File: src/rtl/usb_stsgate_pkg.sv
package usb_stsgate_pkg;

  typedef enum logic [1:0] {
    HS_ACK   = 2'b00,
    HS_NAK   = 2'b01,
    HS_STALL = 2'b10,
    HS_NONE  = 2'b11
  } hs_e;

  localparam logic [7:0] RT_TO_DEVICE = 8'h00;
  localparam logic [7:0] RT_TO_IFACE  = 8'h01;
  localparam logic [7:0] RQ_SET_CFG   = 8'd9;
  localparam logic [7:0] RQ_SET_IFACE = 8'd11;

  // True for the two requests whose status stage may be held back.
  function automatic logic is_cfg_change(input logic [7:0] rtype, input logic [7:0] rcode);
    return ((rtype == RT_TO_DEVICE) && (rcode == RQ_SET_CFG)) ||
           ((rtype == RT_TO_IFACE)  && (rcode == RQ_SET_IFACE));
  endfunction

  // Gate grants the status stage when armed and either automatic or released.
  function automatic logic gate_grants(input logic armed, input logic hold, input logic rel);
    return armed && (!hold || rel);
  endfunction

  // Handshake choice: gate overrides only while armed.
  function automatic logic [1:0] pick_hs(input logic armed, input logic hold,
                                         input logic rel, input logic [1:0] dflt);
    if (!armed)                        return dflt;
    else if (gate_grants(armed, hold, rel)) return HS_ACK;
    else                               return HS_NAK;
  endfunction

endpackage

File: src/rtl/stsgate_regs.sv
module stsgate_regs #(
  parameter int ADDR_W   = 12,
  parameter int DATA_W   = 32,
  parameter logic [ADDR_W-1:0] REG_ADDR = 12'h008,
  parameter int MODE_BIT = 2,
  parameter int REL_BIT  = 7,
  parameter logic MODE_RST = 1'b0
) (
  input  logic              clk,
  input  logic              rst_n,
  input  logic              we,
  input  logic [ADDR_W-1:0] addr,
  input  logic [DATA_W-1:0] wdata,
  input  logic              consume,
  output logic              hold_q,
  output logic              rel_q,
  output logic [DATA_W-1:0] rdata
);

  localparam logic [DATA_W-1:0] LOW_LANE  = DATA_W'(8'hFF);
  localparam logic [DATA_W-1:0] CTRL_MASK = (DATA_W'(1) << MODE_BIT) | (DATA_W'(1) << REL_BIT);
  localparam logic [DATA_W-1:0] MB1_MASK  = LOW_LANE & ~CTRL_MASK;

  logic addr_hit, wr_hit, set_hold, set_rel;
  logic unused_wbits;

  assign addr_hit = (addr == REG_ADDR);
  assign wr_hit   = we && addr_hit;
  assign set_hold = wr_hit && wdata[MODE_BIT];
  assign set_rel  = wr_hit && wdata[REL_BIT];
  assign unused_wbits = ^wdata;

  always_ff @(posedge clk or negedge rst_n) begin
    if (!rst_n) begin
      hold_q <= MODE_RST;
      rel_q  <= 1'b0;
    end else begin
      if (set_hold) hold_q <= 1'b1;
      if (set_rel)       rel_q <= 1'b1;
      else if (consume)  rel_q <= 1'b0;
    end
  end

  always_comb begin
    rdata = '0;
    if (addr_hit)
      rdata = MB1_MASK | (DATA_W'(hold_q) << MODE_BIT) | (DATA_W'(rel_q) << REL_BIT);
  end


  hold_sticky_chk: assert property (@(posedge clk) disable iff (!rst_n)
    hold_q |=> hold_q);


  rel_consumed_chk: assert property (@(posedge clk) disable iff (!rst_n)
    (consume && !set_rel) |=> !rel_q);


  zero_write_chk: assert property (@(posedge clk) disable iff (!rst_n)
    (we && !set_hold && !set_rel && !consume) |=> ($stable(hold_q) && $stable(rel_q)));

endmodule

File: src/rtl/stsgate_setup_dec.sv
module stsgate_setup_dec
  import usb_stsgate_pkg::*;
(
  input  logic       setup_valid,
  input  logic [7:0] rtype,
  input  logic [7:0] rcode,
  output logic       arm,
  output logic       disarm
);

  logic match;
  assign match  = is_cfg_change(rtype, rcode);
  assign arm    = setup_valid && match;
  assign disarm = setup_valid && !match;

endmodule

File: src/rtl/stsgate_pend.sv
module stsgate_pend (
  input  logic clk,
  input  logic rst_n,
  input  logic bus_reset,
  input  logic arm,
  input  logic disarm,
  input  logic tok,
  input  logic grant,
  output logic pending,
  output logic consume
);

  assign consume = tok && pending && grant;

  always_ff @(posedge clk or negedge rst_n) begin
    if (!rst_n)          pending <= 1'b0;
    else if (bus_reset)  pending <= 1'b0;
    else if (arm)        pending <= 1'b1;
    else if (disarm)     pending <= 1'b0;
    else if (consume)    pending <= 1'b0;
  end


  bus_reset_clears_chk: assert property (@(posedge clk) disable iff (!rst_n)
    bus_reset |=> !pending);


  arm_sets_chk: assert property (@(posedge clk) disable iff (!rst_n)
    (arm && !bus_reset) |=> pending);


  other_setup_clears_chk: assert property (@(posedge clk) disable iff (!rst_n)
    (disarm && !bus_reset) |=> !pending);


  ack_ends_stage_chk: assert property (@(posedge clk) disable iff (!rst_n)
    (consume && !arm) |=> !pending);

endmodule

File: src/rtl/usb_status_gate.sv
module usb_status_gate
  import usb_stsgate_pkg::*;
#(
  parameter int ADDR_W   = 12,
  parameter int DATA_W   = 32,
  parameter logic [ADDR_W-1:0] REG_ADDR = 12'h008,
  parameter int MODE_BIT = 2,
  parameter int REL_BIT  = 7,
  parameter logic MODE_RST = 1'b0
) (
  input  logic              clk,
  input  logic              rst_n,
  input  logic              bus_reset,
  input  logic              reg_we,
  input  logic [ADDR_W-1:0] reg_addr,
  input  logic [DATA_W-1:0] reg_wdata,
  output logic [DATA_W-1:0] reg_rdata,
  input  logic              setup_valid,
  input  logic [7:0]        setup_req_type,
  input  logic [7:0]        setup_request,
  input  logic              status_in_tok,
  input  logic [1:0]        resp_dflt,
  output logic [1:0]        resp_hs
);

  logic hold_q, rel_q, arm, disarm, pending, consume, grant;

  stsgate_regs #(
    .ADDR_W(ADDR_W), .DATA_W(DATA_W), .REG_ADDR(REG_ADDR),
    .MODE_BIT(MODE_BIT), .REL_BIT(REL_BIT), .MODE_RST(MODE_RST)
  ) u_regs (
    .clk(clk), .rst_n(rst_n), .we(reg_we), .addr(reg_addr), .wdata(reg_wdata),
    .consume(consume), .hold_q(hold_q), .rel_q(rel_q), .rdata(reg_rdata)
  );

  stsgate_setup_dec u_dec (
    .setup_valid(setup_valid), .rtype(setup_req_type), .rcode(setup_request),
    .arm(arm), .disarm(disarm)
  );

  assign grant = gate_grants(pending, hold_q, rel_q);

  stsgate_pend u_pend (
    .clk(clk), .rst_n(rst_n), .bus_reset(bus_reset), .arm(arm), .disarm(disarm),
    .tok(status_in_tok), .grant(grant), .pending(pending), .consume(consume)
  );

  assign resp_hs = pick_hs(pending, hold_q, rel_q, resp_dflt);


  held_nak_chk: assert property (@(posedge clk) disable iff (!rst_n)
    (status_in_tok && pending && hold_q && !rel_q) |-> (resp_hs == HS_NAK));


  auto_ack_chk: assert property (@(posedge clk) disable iff (!rst_n)
    (pending && !hold_q) |-> (resp_hs == HS_ACK));


  passthru_chk: assert property (@(posedge clk) disable iff (!rst_n)
    !pending |-> (resp_hs == resp_dflt));


  nak_keeps_armed_chk: assert property (@(posedge clk) disable iff (!rst_n)
    (status_in_tok && pending && !grant && !bus_reset && !disarm) |=> pending);

endmodule

File: config.mk
export PLATFORM = sky130hd
export DESIGN_NAME = usb_status_gate
export DESIGN_NICKNAME = d
export VERILOG_FILES = /design/src/rtl/usb_stsgate_pkg.sv /design/src/rtl/stsgate_regs.sv /design/src/rtl/stsgate_setup_dec.sv /design/src/rtl/stsgate_pend.sv /design/src/rtl/usb_status_gate.sv
export SDC_FILE = /design/constraint.sdc
export NUM_CORES = 1
export LEC_CHECK = 0
export CORE_ASPECT_RATIO = 0.8
export CORE_MARGIN = 5
export CORE_UTILIZATION = 20
export DETAILED_ROUTE_END_ITERATION = 10
export PLACE_DENSITY = 0.86
export SETUP_SLACK_MARGIN = 0.15
export SLEW_MARGIN = 25
export SYNTH_ARGS = -nofsm -noshare
export SYNTH_HDL_FRONTEND = slang
export SYNTH_HIERARCHICAL = 1
export SYNTH_SLANG_ARGS = --single-unit
File: constraint.sdc
create_clock -name clk -period 2.2 [get_ports clk]
set_clock_uncertainty 0.15 [all_clocks]
set_input_delay 0.44 -clock clk [delete_from_list [all_inputs] [get_ports clk]]
set_output_delay 0.44 -clock clk [all_outputs]
set_load 0.05 [all_outputs]
==> run_results.csv <==
group,metric,value,unit
setup_path,timing.rr.start,"u_pend/pending",
global_routing,grtUsageTotal,8.47,%
drt,ant_nets,0,
power_and_ir_drop,leakage,0.000465,uW
cts,path_clk_slew,0.04,ns
setup_path,r2r_cells,4,
timing,timing.setup.tns,0,ns
placement,placed_area,981,sq um
synth,synth_edf_count,0,
synth,ys_ff_latch,3,
timing,setup_violations,0,
global_routing,antenna_found_initial,0,
cells_and_area,fin_util,43.0,%
global_routing,grt_remaining_overflow,0,
power_and_ir_drop,ir_worst_vdd,0.0780,mV
setup_path,r2r_slack,0.79,ns
placement,hpwl,1.57,mm
drt,drt_iter0_drc,40,
floorplanning,core-area,2400,sq um
timing,period_share,89.9,%
timing,finalHoldViolations,0,
drt,drcViolationCount,0,
synth,syn_inst,63,
cells_and_area,seq_area,75.1,sq um
setup_path,cp_max_fo,5,
synth,yosysSeqAreaShare,15.2,%
cells_and_area,fillCellCount,228,
setup_path,cp-endpoint,"reg_rdata[2]",
power_and_ir_drop,power_density,321,nW/um^2
cts,clock_latency,0.23,ns
global_routing,busiest_layer,"met2",
cells_and_area,final_cell_area,1030,sq um
run,cap_violations,0,
cells_and_area,multi_input_area,297,sq um
placement,place.gp.congestion,0.665,
synth,synth_area,495,sq um
synth,ys_types,22,
cts,cts.path.max_buffers,2,
floorplanning,die_w,65.7,um
cts,cts_tree,"yes",
drt,wl_per_cell,12.2,um
drt,vias,532,
cts,cts_buffers,3,
floorplanning,die_area,3580,sq um
floorplanning,initial_utilization,20.6,%
floorplanning,fp.dieH,54.5,um
cts,cts-root-buf,"clkbuf_4",
global_routing,grt_pass1_vias,533,
status,status,"completed",
placement,port_buffers,47,
timing,period_needed,1.98,ns
min_path,hp-class,"in2async",
synth,async_reset_ff_share,100,%
cts,htree_levels,1,
cells_and_area,finalNetCount,179,
synth,yosysWarnings,6,
setup_path,cp.required,1.61,ns
drt,post_drt_via_cell_ratio,3.88,
setup_path,worstSetupEndpointType,"primary output",
synth,synthFlopType,"dfrtp_1",
setup_path,crit_path_start_kind,"input pin",
floorplanning,io_pins,102,
setup_path,path_class,"in2out",
cells_and_area,diodes,0,
setup_path,crit_path_start,"reg_addr[7]",
drt,first_pass_iters,2,
floorplanning,rows,16,
drt,wl,1.67,mm
global_routing,grt_pass1_wl,2.24,mm
global_routing,grt.met1_usage,7.03,%
setup_path,rr_endpoint,"u_regs/rel_q",
setup_path,arrival,1.39,ns
global_routing,grt_use_met2,16.8,%
synth,synth_area_per_cell,7.86,sq um
timing,drv_slew,0,
global_routing,grt_max_degree,7,
global_routing,met3_usage,3.29,%
timing,rsz0062_at_grt,"no",
cts,clock_sinks,3,
cts,ctsHoldBuffers,0,
timing,fmax,506,MHz
cells_and_area,layout-drive-gt1-share,32.7,%
cells_and_area,syn_to_final_growth,109,%
worst min path at each step:
stage / start / to / slack, ns / depth (start not counted)
after floorplan: rst_n / u_pend/pending / -0.006 / 0
after global placement: u_regs/rel_q / u_regs/rel_q / 0.35 / 1
after detailed placement: u_regs/rel_q / u_regs/rel_q / 0.38 / 1
after CTS: rst_n / u_regs/hold_q / 0.24 / 1
after global routing: rst_n / u_pend/pending / 0.23 / 1
final: rst_n / u_regs/hold_q / 0.24 / 1
cell usage in the layout, fill, tap and decap left out, drive strengths merged:
master and n:
a21boi 1, a31o 2, a31oi 1, a32o 1
and2 2, and2b 1, and3 2, buf 20
clkbuf 7, clkdlybuf4s15 3, clkdlybuf4s50 25, conb 24
dfrtp 3, inv 4, nand2 2, nand4 1
nor2 1, nor2b 1, nor3 1, nor4 5
nor4b 1, o21a 1, xnor2 1
synth_stat cells (2+ instances only):
cell type,count,area share (%)
nor4_1,4,5.0
a31o_1,2,3.5
and2_1,2,2.5
nand2_1,2,1.5
inv_1,4,3.0
dfrtp_1,3,15
buf_4,31,47
layer usage:
layer	up-vias	wire [um]
met5	-	0
met4	0	51
met3	6	176
met2	34	1020
met1	242	428
li1	250	-
worst max-delay path, cell delays in order:
cell	delay, ns
clkbuf_2	0.10
nor4b_4	0.25
and3_4	0.22
buf_12	0.11
and2_4	0.14
buf_12	0.13
per-stage QoR:
step / hold WS [ns] / cells / setup WS [ns] / power, uW
final: 0.241 / 137 / 0.222 / 331
after global routing: 0.233 / 137 / 0.164 / 348
after CTS: 0.238 / 137 / 0.151 / 329
after detailed placement: 0.377 / 131 / -0.220 / 239
after global placement: 0.352 / 131 / -0.204 / 236
after floorplan: -0.00559 / 86 / 0.188 / 194
final cells by class:
type                            instances  area share (%)
Timing Repair Buffer                   51            56.8
Sequential cell                         3            7.26
Multi-Input combinational cell         48            28.7
Inverter                                4            1.45
Tap cell                               27            3.27
Clock buffer                            4            2.54
kinds of logic (layout without fill, tap and decap cells):
logic type | Yosys count | in the layout | share of synthesized area, %
buffers and inverters | 35 | 59 | 50.0
and+or+nand+nor | 17 | 17 | 22.2
AOI/OAI and AO/OA | 6 | 6 | 10.1
DFF | 3 | 3 | 15.2
other | 1 | 24 | 0.757
xor gates and xnor gates | 1 | 1 | 1.77
repair_timing:
item | in CTS | in global routing
buffers inserted | 2 | 0
pin swaps | 4 | 4
resized for setup | 32 | 10
endpoints found under the setup margin | 8 | 8
registers in the layout (all words and copies together), names as in the netlist:
signal,count
u_regs/rel_q,1
u_regs/hold_q,1
u_pend/pending,1
where the power goes:
group	total (uW)	internal, uW	switching [uW]
sequential	55.8	55.6	0.164
clock	95.8	67.9	27.9
combinational	180	63.2	116
Note: power is estimated with default switching activity, not from simulation.
